[src/rtl/rot_pkg.sv]
`timescale 1ns/1ps
// Shared definitions for the rotary switching element.
// Side order is fixed: north, east, south, west, going clockwise.
package rot_pkg;
    localparam int unsigned SIDES = 4;
    localparam int unsigned IDX_N = 0;
    localparam int unsigned IDX_E = 1;
    localparam int unsigned IDX_S = 2;
    localparam int unsigned IDX_W = 3;

    typedef logic [SIDES-1:0] side_vec_t;

    localparam side_vec_t HOT_N = side_vec_t'(1) << IDX_N;
    localparam side_vec_t HOT_E = side_vec_t'(1) << IDX_E;
    localparam side_vec_t HOT_S = side_vec_t'(1) << IDX_S;
    localparam side_vec_t HOT_W = side_vec_t'(1) << IDX_W;

    typedef enum logic {
        BAR_H = 1'b0,
        BAR_V = 1'b1
    } bar_e;
endpackage

[src/rtl/rot_pulse_screen.sv]
`timescale 1ns/1ps
// Classifies an input pulse vector as carrying exactly one pulse or more than one.
// Assumes nothing about the input; an all-zero vector sets neither output.
module rot_pulse_screen #(
    parameter int unsigned WIDTH = rot_pkg::SIDES
) (
    input  logic [WIDTH-1:0] pulses,
    output logic             single,
    output logic             multi
);
    localparam int unsigned CNT_W = $clog2(WIDTH + 1);

    logic [CNT_W-1:0] cnt;

    // Population count of the incoming pulses.
    always_comb begin
        cnt = '0;
        for (int i = 0; i < WIDTH; i++) begin
            cnt = cnt + CNT_W'(pulses[i]);
        end
    end

    // Decode the count into the two classes.
    always_comb begin
        single = (cnt == CNT_W'(1));
        multi  = (cnt > CNT_W'(1));
    end
endmodule

[src/rtl/rot_route.sv]
`timescale 1ns/1ps
// Combinational move function: exit side and whether the bar turns.
// Assumes hit is one-hot; any other value gives no exit and no turn.
module rot_route
    import rot_pkg::*;
(
    input  bar_e      bar,
    input  side_vec_t hit,
    output side_vec_t exit_vec,
    output logic      rotate
);
    // Select the exit side and the turn for the present bar orientation.
    always_comb begin
        exit_vec = '0;
        rotate   = 1'b0;
        if (bar == BAR_H) begin
            case (hit)
                HOT_N:   begin exit_vec = HOT_W; rotate = 1'b1; end
                HOT_E:   begin exit_vec = HOT_W; end
                HOT_S:   begin exit_vec = HOT_E; rotate = 1'b1; end
                HOT_W:   begin exit_vec = HOT_E; end
                default: ;
            endcase
        end else begin
            case (hit)
                HOT_N:   begin exit_vec = HOT_S; end
                HOT_E:   begin exit_vec = HOT_N; rotate = 1'b1; end
                HOT_S:   begin exit_vec = HOT_N; end
                HOT_W:   begin exit_vec = HOT_S; rotate = 1'b1; end
                default: ;
            endcase
        end
    end
endmodule

[src/rtl/rotary_switch.sv]
`timescale 1ns/1ps
// Two-state rotary switching element with a registered output.
// Assumes at most one input pulse per cycle; a cycle with more is flagged and dropped.
// Reset is synchronous and active low; INIT_VERT selects the bar orientation after reset.
module rotary_switch
    import rot_pkg::*;
#(
    parameter bit INIT_VERT = 1'b0
) (
    input  logic             clk,
    input  logic             rst_n,
    input  logic [SIDES-1:0] pulse_in,
    output logic [SIDES-1:0] pulse_out,
    output logic             bar_vert,
    output logic             multi_err
);
    localparam bar_e BAR_INIT = INIT_VERT ? BAR_V : BAR_H;

    bar_e      bar_q;
    side_vec_t out_q;
    logic      err_q;
    logic      single;
    logic      multi;
    side_vec_t exit_vec;
    logic      rotate;

    rot_pulse_screen #(.WIDTH(SIDES)) u_screen (
        .pulses (pulse_in),
        .single (single),
        .multi  (multi)
    );

    rot_route u_route (
        .bar      (bar_q),
        .hit      (pulse_in),
        .exit_vec (exit_vec),
        .rotate   (rotate)
    );

    // Register the exit pulse, the error flag and the bar orientation.
    always_ff @(posedge clk) begin
        if (!rst_n) begin
            bar_q <= BAR_INIT;
            out_q <= '0;
            err_q <= 1'b0;
        end else begin
            err_q <= multi;
            out_q <= single ? exit_vec : '0;
            if (single && rotate) begin
                bar_q <= (bar_q == BAR_H) ? BAR_V : BAR_H;
            end
        end
    end

    assign pulse_out = out_q;
    assign bar_vert  = (bar_q == BAR_V);
    assign multi_err = err_q;

    AST_OUT_ONEHOT0: assert property (@(posedge clk) disable iff (!rst_n)
        $onehot0(pulse_out));
    AST_ONE_IN_ONE_OUT: assert property (@(posedge clk) disable iff (!rst_n)
        $onehot(pulse_in) |=> ($countones(pulse_out) == 1));
    AST_IDLE_QUIET: assert property (@(posedge clk) disable iff (!rst_n)
        (pulse_in == '0) |=> (pulse_out == '0 && !multi_err && $stable(bar_vert)));
    AST_MULTI_DROP: assert property (@(posedge clk) disable iff (!rst_n)
        ($countones(pulse_in) > 1) |=> (multi_err && pulse_out == '0 && $stable(bar_vert)));
    AST_H_PASS: assert property (@(posedge clk) disable iff (!rst_n)
        (!bar_vert && (pulse_in == HOT_E || pulse_in == HOT_W)) |=> !bar_vert);
    AST_H_TURN: assert property (@(posedge clk) disable iff (!rst_n)
        (!bar_vert && (pulse_in == HOT_N || pulse_in == HOT_S)) |=> bar_vert);
    AST_V_PASS: assert property (@(posedge clk) disable iff (!rst_n)
        (bar_vert && (pulse_in == HOT_N || pulse_in == HOT_S)) |=> bar_vert);
    AST_V_TURN: assert property (@(posedge clk) disable iff (!rst_n)
        (bar_vert && (pulse_in == HOT_E || pulse_in == HOT_W)) |=> !bar_vert);
endmodule

[config.mk]
export PLATFORM = sky130hd
export DESIGN_NAME = rotary_switch
export DESIGN_NICKNAME = d
export VERILOG_FILES = /design/src/rtl/rot_pkg.sv /design/src/rtl/rot_pulse_screen.sv /design/src/rtl/rot_route.sv /design/src/rtl/rotary_switch.sv
export SDC_FILE = /design/constraint.sdc
export NUM_CORES = 1
export LEC_CHECK = 0
export BUFFER_PORTS_ARGS = -buffer_cell sky130_fd_sc_hd__buf_2
export CELL_PAD_IN_SITES_DETAIL_PLACEMENT = 0
export CELL_PAD_IN_SITES_GLOBAL_PLACEMENT = 1
export CORE_AREA = 5 5 42 44
export CTS_BUF_LIST = sky130_fd_sc_hd__clkbuf_8
export CTS_CLUSTER_SIZE = 16
export DETAILED_ROUTE_END_ITERATION = 8
export DIE_AREA = 0 0 47 49
export PLACE_DENSITY = 0.7
export SETUP_SLACK_MARGIN = 0.1
export SLEW_MARGIN = 10
export SYNTH_ARGS = -nofsm -noshare
export SYNTH_HDL_FRONTEND = slang
export SYNTH_SLANG_ARGS = --single-unit
[constraint.sdc]
create_clock -name clk -period 5.5 [get_ports clk]
set_clock_uncertainty 0.2 [all_clocks]
set_input_delay 1.1 -clock clk [delete_from_list [all_inputs] [get_ports clk]]
set_output_delay 1.1 -clock clk [all_outputs]
set_load 0.005 [all_outputs]
---- Word level (Yosys, flattened, before mapping) ----
Cells that the tools add are included.
word-level totals
  output and inout bits ................... 6
  flip-flop bits (word level) ............. 6
  input bits .............................. 6
cells by class
  mux-type cells .......................... 7
  reductions and logical operators ........ 8
  equal/unequal tests ..................... 5
  add/subtract/negate cells ............... 3
  $lt $le $gt $ge ......................... 1
operators by type and width
  cell                  number
  $reduce_or A2 Y1      6
  $pmux W4 S2           1
  $add A3 B1 Y3         2
  $pmux W3 S2           1
  $eq A4 B1 Y1 const B  1
  $eq A4 B2 Y1 const B  1
  $eq A4 B3 Y1 const B  1
  $eq A4 B4 Y1 const B  1
  $mux W1               4
  $mux W4               1
  $eq A3 B1 Y1 const B  1
  $gt A3 B1 Y1 const B  1
  $add A1 B1 Y2         1
  $reduce_and A2 Y1     1
  $logic_and A1 B1 Y1   1

---- Longest topological paths before layout ----
Gate-level depths: netlist of run 1.
  depth after elaboration ................. 5
  gate-level depth with buffers ........... 9
  mapped depth without buffers ............ 9

---- Modules after synthesis ----
From an unflattened synthesis of run 1, not the netlist that was laid out.
unflattened totals
  cells, all modules ...................... 48
  area total of the unflattened synthesis .. 421.7 um2
modules (own cells, without submodules)
  module            cells each  area each (um2)  times used
  rotary_switch     15          180.2            1
  rot_route         21          145.1            1
  rot_pulse_screen  12          96.3             1

---- Least setup slack after synthesis of run 1 ----
OpenSTA, ideal clock, no wires.
  kind .................................... input -> register
  from .................................... input port pulse_in[0]
  to ...................................... register out_q[1], in the netlist pulse_out[1]
  setup time .............................. 96 ps
  arrival time ............................ 2632 ps
  data required time ...................... 5204 ps
  path buffers ............................ 0
  cell stages on the path ................. 8
  slack ................................... 2572 ps
  path through ............................ inv_1 ha_1 inv_1 fa_1 ha_1 nor3_2 nand2_1 nor4b_1
between the ends
  longest elaborated chain between the ends .. 5
  elaborated cells between the ends (all ways) .. 13
  those cells by class .................... add/sub (3); eq/ne (5); mux (2); reduce/logical (3)
ends and longest elaborated chain
  what                                RTL line                RTL
  from (decl)                         rotary_switch.sv:12     input logic [SIDES-1:0] pulse_in,
  $add A1 B1 Y2                       rot_pulse_screen.sv:19  cnt = cnt + CNT_W'(pulses[i]);
  $add A3 B1 Y3 (2 in series)         rot_pulse_screen.sv:19
  $eq A3 B1 Y1                        rot_pulse_screen.sv:25  single = (cnt == CNT_W'(1));
  $reduce_and A2 Y1 (no source line)  n/a
  to (signal assigned)                rotary_switch.sv:48     out_q <= single ? exit_vec : '0;
  to (decl)                           rotary_switch.sv:20     side_vec_t out_q;
Parallel ways exist; a longest one is shown, timed or not.
A chain may end at the register's enable or synchronous reset.

---- Worst setup path in the final report of run 1 ----
Same ends and word-level chain as after synthesis.

==> results of run 1 <==
layout make-up:
class / instances / area (sq um) / share of cell area, %
multi-input combinational: 26 / 238 / 47.5
sequential: 6 / 120 / 24.0
timing repair buffer: 11 / 55.1 / 11.0
clock buffer: 3 / 41.3 / 8.25
inverter: 7 / 26.3 / 5.25
tap: 16 / 20.0 / 4.00
per-stage QoR:
step                total power, mW  setup slack [ps]
CTS                           0.132              2550
finish                        0.130              2560
floorplan                    0.0622              2570
global placement             0.0671              2350
global route                  0.138              2380
detailed placement           0.0675              2320
sequential cells by signal (all words and copies together), names as in the netlist:
register / flops
bar_vert: 1
pulse_out: 4
multi_err: 1
synth_stat cells, drive strengths merged:
library cell	count	area, sq um
nor2	1	3.75
nor4b	1	8.76
xnor2	1	8.76
inv	7	26.3
dfxtp	6	120
ha	6	75.1
nor3	4	25.0
mux2	2	26.3
buf	2	16.3
nor2b	1	6.26
fa	1	20.0
and3	1	11.3
nand3	1	5.00
nand4	1	6.26
o21ai	2	13.8
nand2	2	7.51
mux2i	2	20.0
worst paths after layout:
kind               startpoint           end  slack [ps]  cells after the start
setup / recovery  pulse_in[0]  pulse_out[1]        2560                      9
hold / removal       bar_vert  pulse_out[1]         310                      1
setup reg to reg     bar_vert  pulse_out[3]        4490                      3
hold reg to reg      bar_vert  pulse_out[1]         310                      1
worst max-delay path: stages:
cell	delay, ps
buf_2	100
inv_1	60
ha_1	270
inv_1	50
fa_1	380
ha_1	300
nor3_2	270
nand2_1	120
nor4b_1	230
cell families after synthesis:
logic type	synth area share [%]
simple gates	18.4
buf+inv	10.6
fa+ha+maj	23.7
flops	30.0
mux	11.6
compound gates	3.44
xor+xnor	2.19
power groups by stage:
| stage | combinational, mW | clock (mW) | sequential (mW) |
|---|---|---|---|
| 2_1_floorplan | 0.0160 | 0 | 0.0462 |
| 3_3_place_gp | 0.0210 | 0 | 0.0461 |
| 3_5_place_dp | 0.0214 | 0 | 0.0461 |
| 4_1_cts | 0.0215 | 0.0655 | 0.0454 |
| 5_1_grt | 0.0244 | 0.0678 | 0.0455 |
| 6_report | 0.0210 | 0.0638 | 0.0454 |
routing by layer:
metal / vias up / share of wire (%) / global-route usage [%]
li1: 156 / - / -
met1: 132 / 41 / 7.51
met2: 9 / 47 / 9.95
met3: 2 / 7.7 / 1.11
met4: 0 / 4.1 / 9.68
met5: - / 0 / 0
==> out/qor.yml, run 1 <==
clock_network:
  clock_sinks: 6
  htreeDepth: 1
  cts_made_buffers: 3
  cts.clk_slew.worst_paths_ps: 40
  clockBufferDepth: 2
  worstSkewPairLatency_ps: 220
  hold_buffers: 0
  ctsResizeCount: 0
  cts_tree: "built"
  root_buffer: "clkbuf_8"
  post_cts.repair.setup_buffers: 0
finish:
  mostFrequentLayoutCell: "buf_2"
  mostFrequentLayoutCells: "buf_2 (11), inv_1 (7), ha_1 (6), dfxtp_1 (6)"
  final_cells: 69
  design_area_sq_um: 500
  fillers: 154
  layout.nets: 68
  drive_above_1_share_pct: 35.8
  areaGrowthSynthToFinish_pct: 25.0
  n_antenna_cell: 0
  finish.utilization_pct: 35.7
synth:
  synth-seq-area-share_pct: 30.0
  syn_area_sq_um: 400
  avgSynthCellArea_sq_um: 9.77
  ys_types: 21
  synth_seq_cells: 6
  synth_cells: 41
  synth_nets: 54
  ys_warn_count: 0
power:
  clockPowerShare_pct: 49.0
  internal_power_mw: 0.102
  power_switching_mw: 0.0286
  p_sw_share_pct: 21.9
  leakage_nw: 0.256
  powerDensity_mw_per_mm2: 260
  comb_power_share_pct: 16.1
  ir_drop_mv: 0.0537
  seq_power_share_pct: 34.9
run:
  drv_cap: 0
global_routing:
  grt_overflow: 0
  track_usage_pct: 7.19
  grt_pass1_vias: 294
  grt_pass1_wl_um: 1110
  grt_max_degree: 7
  grt_antenna_before_repair: 0
place:
  port_buffers: 11
  dp_hpwl_um: 570
  place_congestion: 0.658
  placed_cells_incl_taps: 66
  dpl_cell_area_sq_um: 459
sta:
  rsz0062_at_grt: "no"
  timing.fmax_mhz: 340
  final.period_utilization_pct: 53.5
  setup-violations-final: 0
  tightest_slew_ps: 243
  fin_crit_ps: 2940
  hold_violations: 0
  relSlewSlack_pct: 83.7
  timing.setup.tns_ps: 0
  fin_hold_ws_ps: 313
  maxSlewViolCount: 0
drt:
  drt-total-wl_um: 665
  postRouteAntennaNets: 0
  vias: 299
  avgRoutedWirePerCell_um: 9.64
  drt-initial-drc-count: 0
  drc: 0
  first_pass_iters: 1
  vias_per_cell: 4.33
setup_path:
  critPathCaptureType: "flop"
  worst_ep_required_time_ps: 5420
  crit_fanout: 4
  crit_type: "input pin to flop"
  start_kind: "input pin"
  crit_arrival_ps: 2860
floorplan:
  io_pins: 12
  rows: 14
  initial_core_util_pct: 28.6
  die_w_um: 47
  die_area_sq_mm: 0.00230
  coreArea_sq_mm: 0.00140
  die_h_um: 49
status:
  status: "finished clean"
hold_path:
  hold_path.class: "flop to flop"
No activity file was read; power rests on OpenSTA's default activity.
==> inputs of run 2 (changes only) <==
ABC_AREA = 1   (was unset)
PLACE_DENSITY = 0.69   (was 0.7)
clock period = 2.7 ns   (was 5.5 ns; I/O delays follow)
==> run 2 against run 1 <==
Net effect:
- sequential power rose by 100%
- design area fell by 6.7%
- clock power rose by 100%
- sequential cell count did not move
- global-route usage fell by 0.14 points
- via count rose by 1.0%
- critical path type unchanged
- critical endpoint is now pulse_out[2]
- largest cell class unchanged
==> out/qor.yml, run 2 <==
status:
  status: "finished clean"
synth:
  synth_top_family_by_area: "adder cells"
  synth_cells: 45  # +9.8%
  synth-edff-count: 0  # unchanged
  yosys.area_share.simple_pct: 19.6  # +1.2 points
  syn_area_sq_um: 350  # -13%
  synth-seq-area-share_pct: 34.3  # +4.3 points
  synth-xor-area-share_pct: 0  # -2.2 points
  avgSynthCellArea_sq_um: 7.79  # -20%
  ys_warn_count: 0  # unchanged
  synth_compound_area_share_pct: 7.14  # +3.7 points
  synth_nets: 58  # +7.4%
  postSynth.asyncResetShare_pct: 0  # unchanged
  synth_top_area_share_pct: 34.3  # +4.3 points
  synth_seq_cells: 6  # unchanged
  yosysMostFrequentCell: "inv_1"
  synth_fa_ha_area_share_pct: 27.1  # +3.4 points
  synth_top_cell_by_area: "dfxtp_1"
  synth_mux_area_share_pct: 0  # -12 points
  yosys-top-cells-area: "dfxtp_1 (34%), ha_1 (21%), inv_1 (12%), nand2_1 (8.6%), a21oi_1 (7.1%)"
  dominantRegCellSynth: "dfxtp_1"
  ys_types: 9  # -57%
  synth_common_cells: "inv_1 (11), nand2_1 (8), dfxtp_1 (6), ha_1 (6)"
drt:
  first_pass_iters: 2  # +1
  drt-total-wl_um: 589  # -11%
  postRouteAntennaNets: 0  # unchanged
  vias_per_cell: 4.03  # -7.1%
  drt-initial-drc-count: 3  # +3
  avgRoutedWirePerCell_um: 7.85  # -19%
  drc: 0  # unchanged
  vias: 302  # +1.0%
global_routing:
  grt_overflow: 0  # unchanged
  grt_antenna_before_repair: 0  # unchanged
  grt_pass1_vias: 307  # +4.4%
  grt_pass1_wl_um: 1140  # +2.5%
  grt_max_degree: 5  # -2
  track_usage_pct: 7.06  # -0.14 points
place:
  placed_cells_incl_taps: 72  # +9.1%
  post-place-ws_ps: 217  # -2100 ps
  place_congestion: 0.622  # -5.5%
  port_buffers: 11  # unchanged
  dp_hpwl_um: 528  # -7.4%
finish:
  mostFrequentLayoutCells: "inv_1 (11), buf_2 (11), nand2_1 (8)"
  layout.nets: 74  # +8.8%
  areaGrowthSynthToFinish_pct: 33.2
  drive_above_1_share_pct: 25.4  # -10 points
  final_cells: 75  # +8.7%
  largest_reg_flops: 4  # unchanged
  fillers: 174  # +13%
  n_antenna_cell: 0  # unchanged
setup_path:
  path_depth: 11  # +2
  critPathCaptureType: "flop"
  cp_slowest_stage_delay_ps: 380  # about the same
  timing.rr.start: "bar_vert"
  worst_ep_required_time_ps: 2640  # -2780 ps
  crit_arrival_ps: 2180  # -680 ps
  path_buf_inv: 3  # unchanged
  crit_family: "adder cells"
  crit_fanout: 3  # -1
  worstPathCellList: "buf_2 > inv_1 > ha_1 > inv_1 > fa_1 > ha_1 > nor2_1 > nand2_1 > nor2_1 > nand2_1 > a21oi_1"
  startpoint: "pulse_in[0]"
  crit_type: "input pin to flop"
  reg2reg_slack_ps: 1690  # -2800 ps
  cp-endpoint: "pulse_out[2]"
  start_kind: "input pin"
  r2r-end: "pulse_out[2]"
  r2r_cells: 4  # +1
  cp_slowest_cell: "fa_1"
power:
  seq_power_share_pct: 36.1  # +1.2 points
  clockPowerShare_pct: 50.9  # +1.9 points
  comb_power_share_pct: 13.0  # -3.1 points
  power_switching_mw: 0.0549  # +92%
  leakage_nw: 0.263  # +2.9%
  powerDensity_mw_per_mm2: 548  # +110%
  internal_power_mw: 0.201  # +98%
  ir_drop_mv: 0.144  # +170%
  p_sw_share_pct: 21.5  # -0.48 points
sta:
  setup_ws_ps: 468  # -2090 ps
  fin_hold_ws_ps: 291  # -22.8 ps
  final.period_utilization_pct: 82.7
  maxSlewViolCount: 0  # unchanged
  setup-violations-final: 0  # unchanged
  timing.setup.tns_ps: 0  # unchanged
  fin_crit_ps: 2230
  hold_violations: 0  # unchanged
  timing.fmax_mhz: 448
  rsz0062_at_grt: "no"
  tightest_slew_ps: 125  # -117 ps
  relSlewSlack_pct: 91.6  # +7.9 points
floorplan:
  io_pins: 12  # unchanged
  die_area_sq_mm: 0.00230  # unchanged
  coreArea_sq_mm: 0.00140  # unchanged
  rows: 14  # unchanged
  die_h_um: 49  # unchanged
  initial_core_util_pct: 25.0  # -3.6 points
  die_w_um: 47  # unchanged
clock_network:
  clock_sinks: 6  # unchanged
  worstSkewPairLatency_ps: 220  # about the same
  post_cts.repair.setup_buffers: 0  # unchanged
  cts_made_buffers: 3  # unchanged
  hold_buffers: 0  # unchanged
  htreeDepth: 1  # unchanged
  root_buffer: "clkbuf_8"
  ctsResizeCount: 0  # unchanged
  cts_tree: "built"
  clockBufferDepth: 2  # unchanged
  cts.clk_slew.worst_paths_ps: 40  # about the same
hold_path:
  hold_path.class: "flop to flop"
run:
  drv_cap: 0  # unchanged
[run 2: worst min path at each step]
stage | from | to | slack (ps) | depth (start not counted)
after floorplan | bar_vert | bar_vert | 280 | 2
after CTS | bar_vert | bar_vert | 300 | 2
final | bar_vert | bar_vert | 290 | 2
after detailed placement | bar_vert | bar_vert | 290 | 2
after global placement | bar_vert | bar_vert | 280 | 2
after global routing | bar_vert | bar_vert | 370 | 2
[run 2: area by class of cell]
| type | instances | area (sq um) | share of cell area, % |
|---|---|---|---|
| Inverter | 11 | 41.3 | 8.85 |
| Multi-Input combinational cell | 28 | 189 | 40.5 |
| Clock buffer | 3 | 41.3 | 8.85 |
| Timing Repair Buffer | 11 | 55.1 | 11.8 |
| Sequential cell | 6 | 120 | 25.7 |
| Tap cell | 16 | 20.0 | 4.29 |
[run 2: power by group through the flow]
stage	logic, mW	registers (mW)	clock network [mW]
final	0.0333	0.0922	0.130
after global routing	0.0396	0.0924	0.143
after CTS	0.0343	0.0922	0.136
after detailed placement	0.0342	0.0935	0
after global placement	0.0337	0.0935	0
after floorplan	0.0211	0.0940	0
[run 2: cells by family after synthesis]
| kind of cell | after synthesis |
|---|---|
| buffers and inverters | 11 |
| flip-flops | 6 |
| AND/OR/NAND/NOR | 16 |
| AO/OA/AOI/OAI | 5 |
| adder cells (fa/ha/maj) | 7 |
[run 2: worst reg2reg max path, delay by kind of cell (launching register included)]
kind / cells / cell delay (ps)
AO/OA/AOI/OAI: 1 / 130
buffers and inverters: 1 / 60
flip-flops: 1 / 330
AND/OR/NAND/NOR: 2 / 210
[run 2: per-layer routing]
metal	routed length (um)	global-route usage, %	vias up
li1	-	-	164
met1	238	7.74	131
met2	305	9.95	7
met3	45	2.21	0
met4	0	6.91	0
met5	0	0	-
[run 2: stage by stage]
stage,instance area [sq um],total power [mW],util [%]
2_1_floorplan,350,0.115,-
4_1_cts,467,0.263,33.3
3_3_place_gp,425,0.127,30.4
6_report,467,0.256,33.3
3_5_place_dp,425,0.128,30.4
5_1_grt,467,0.276,33.3
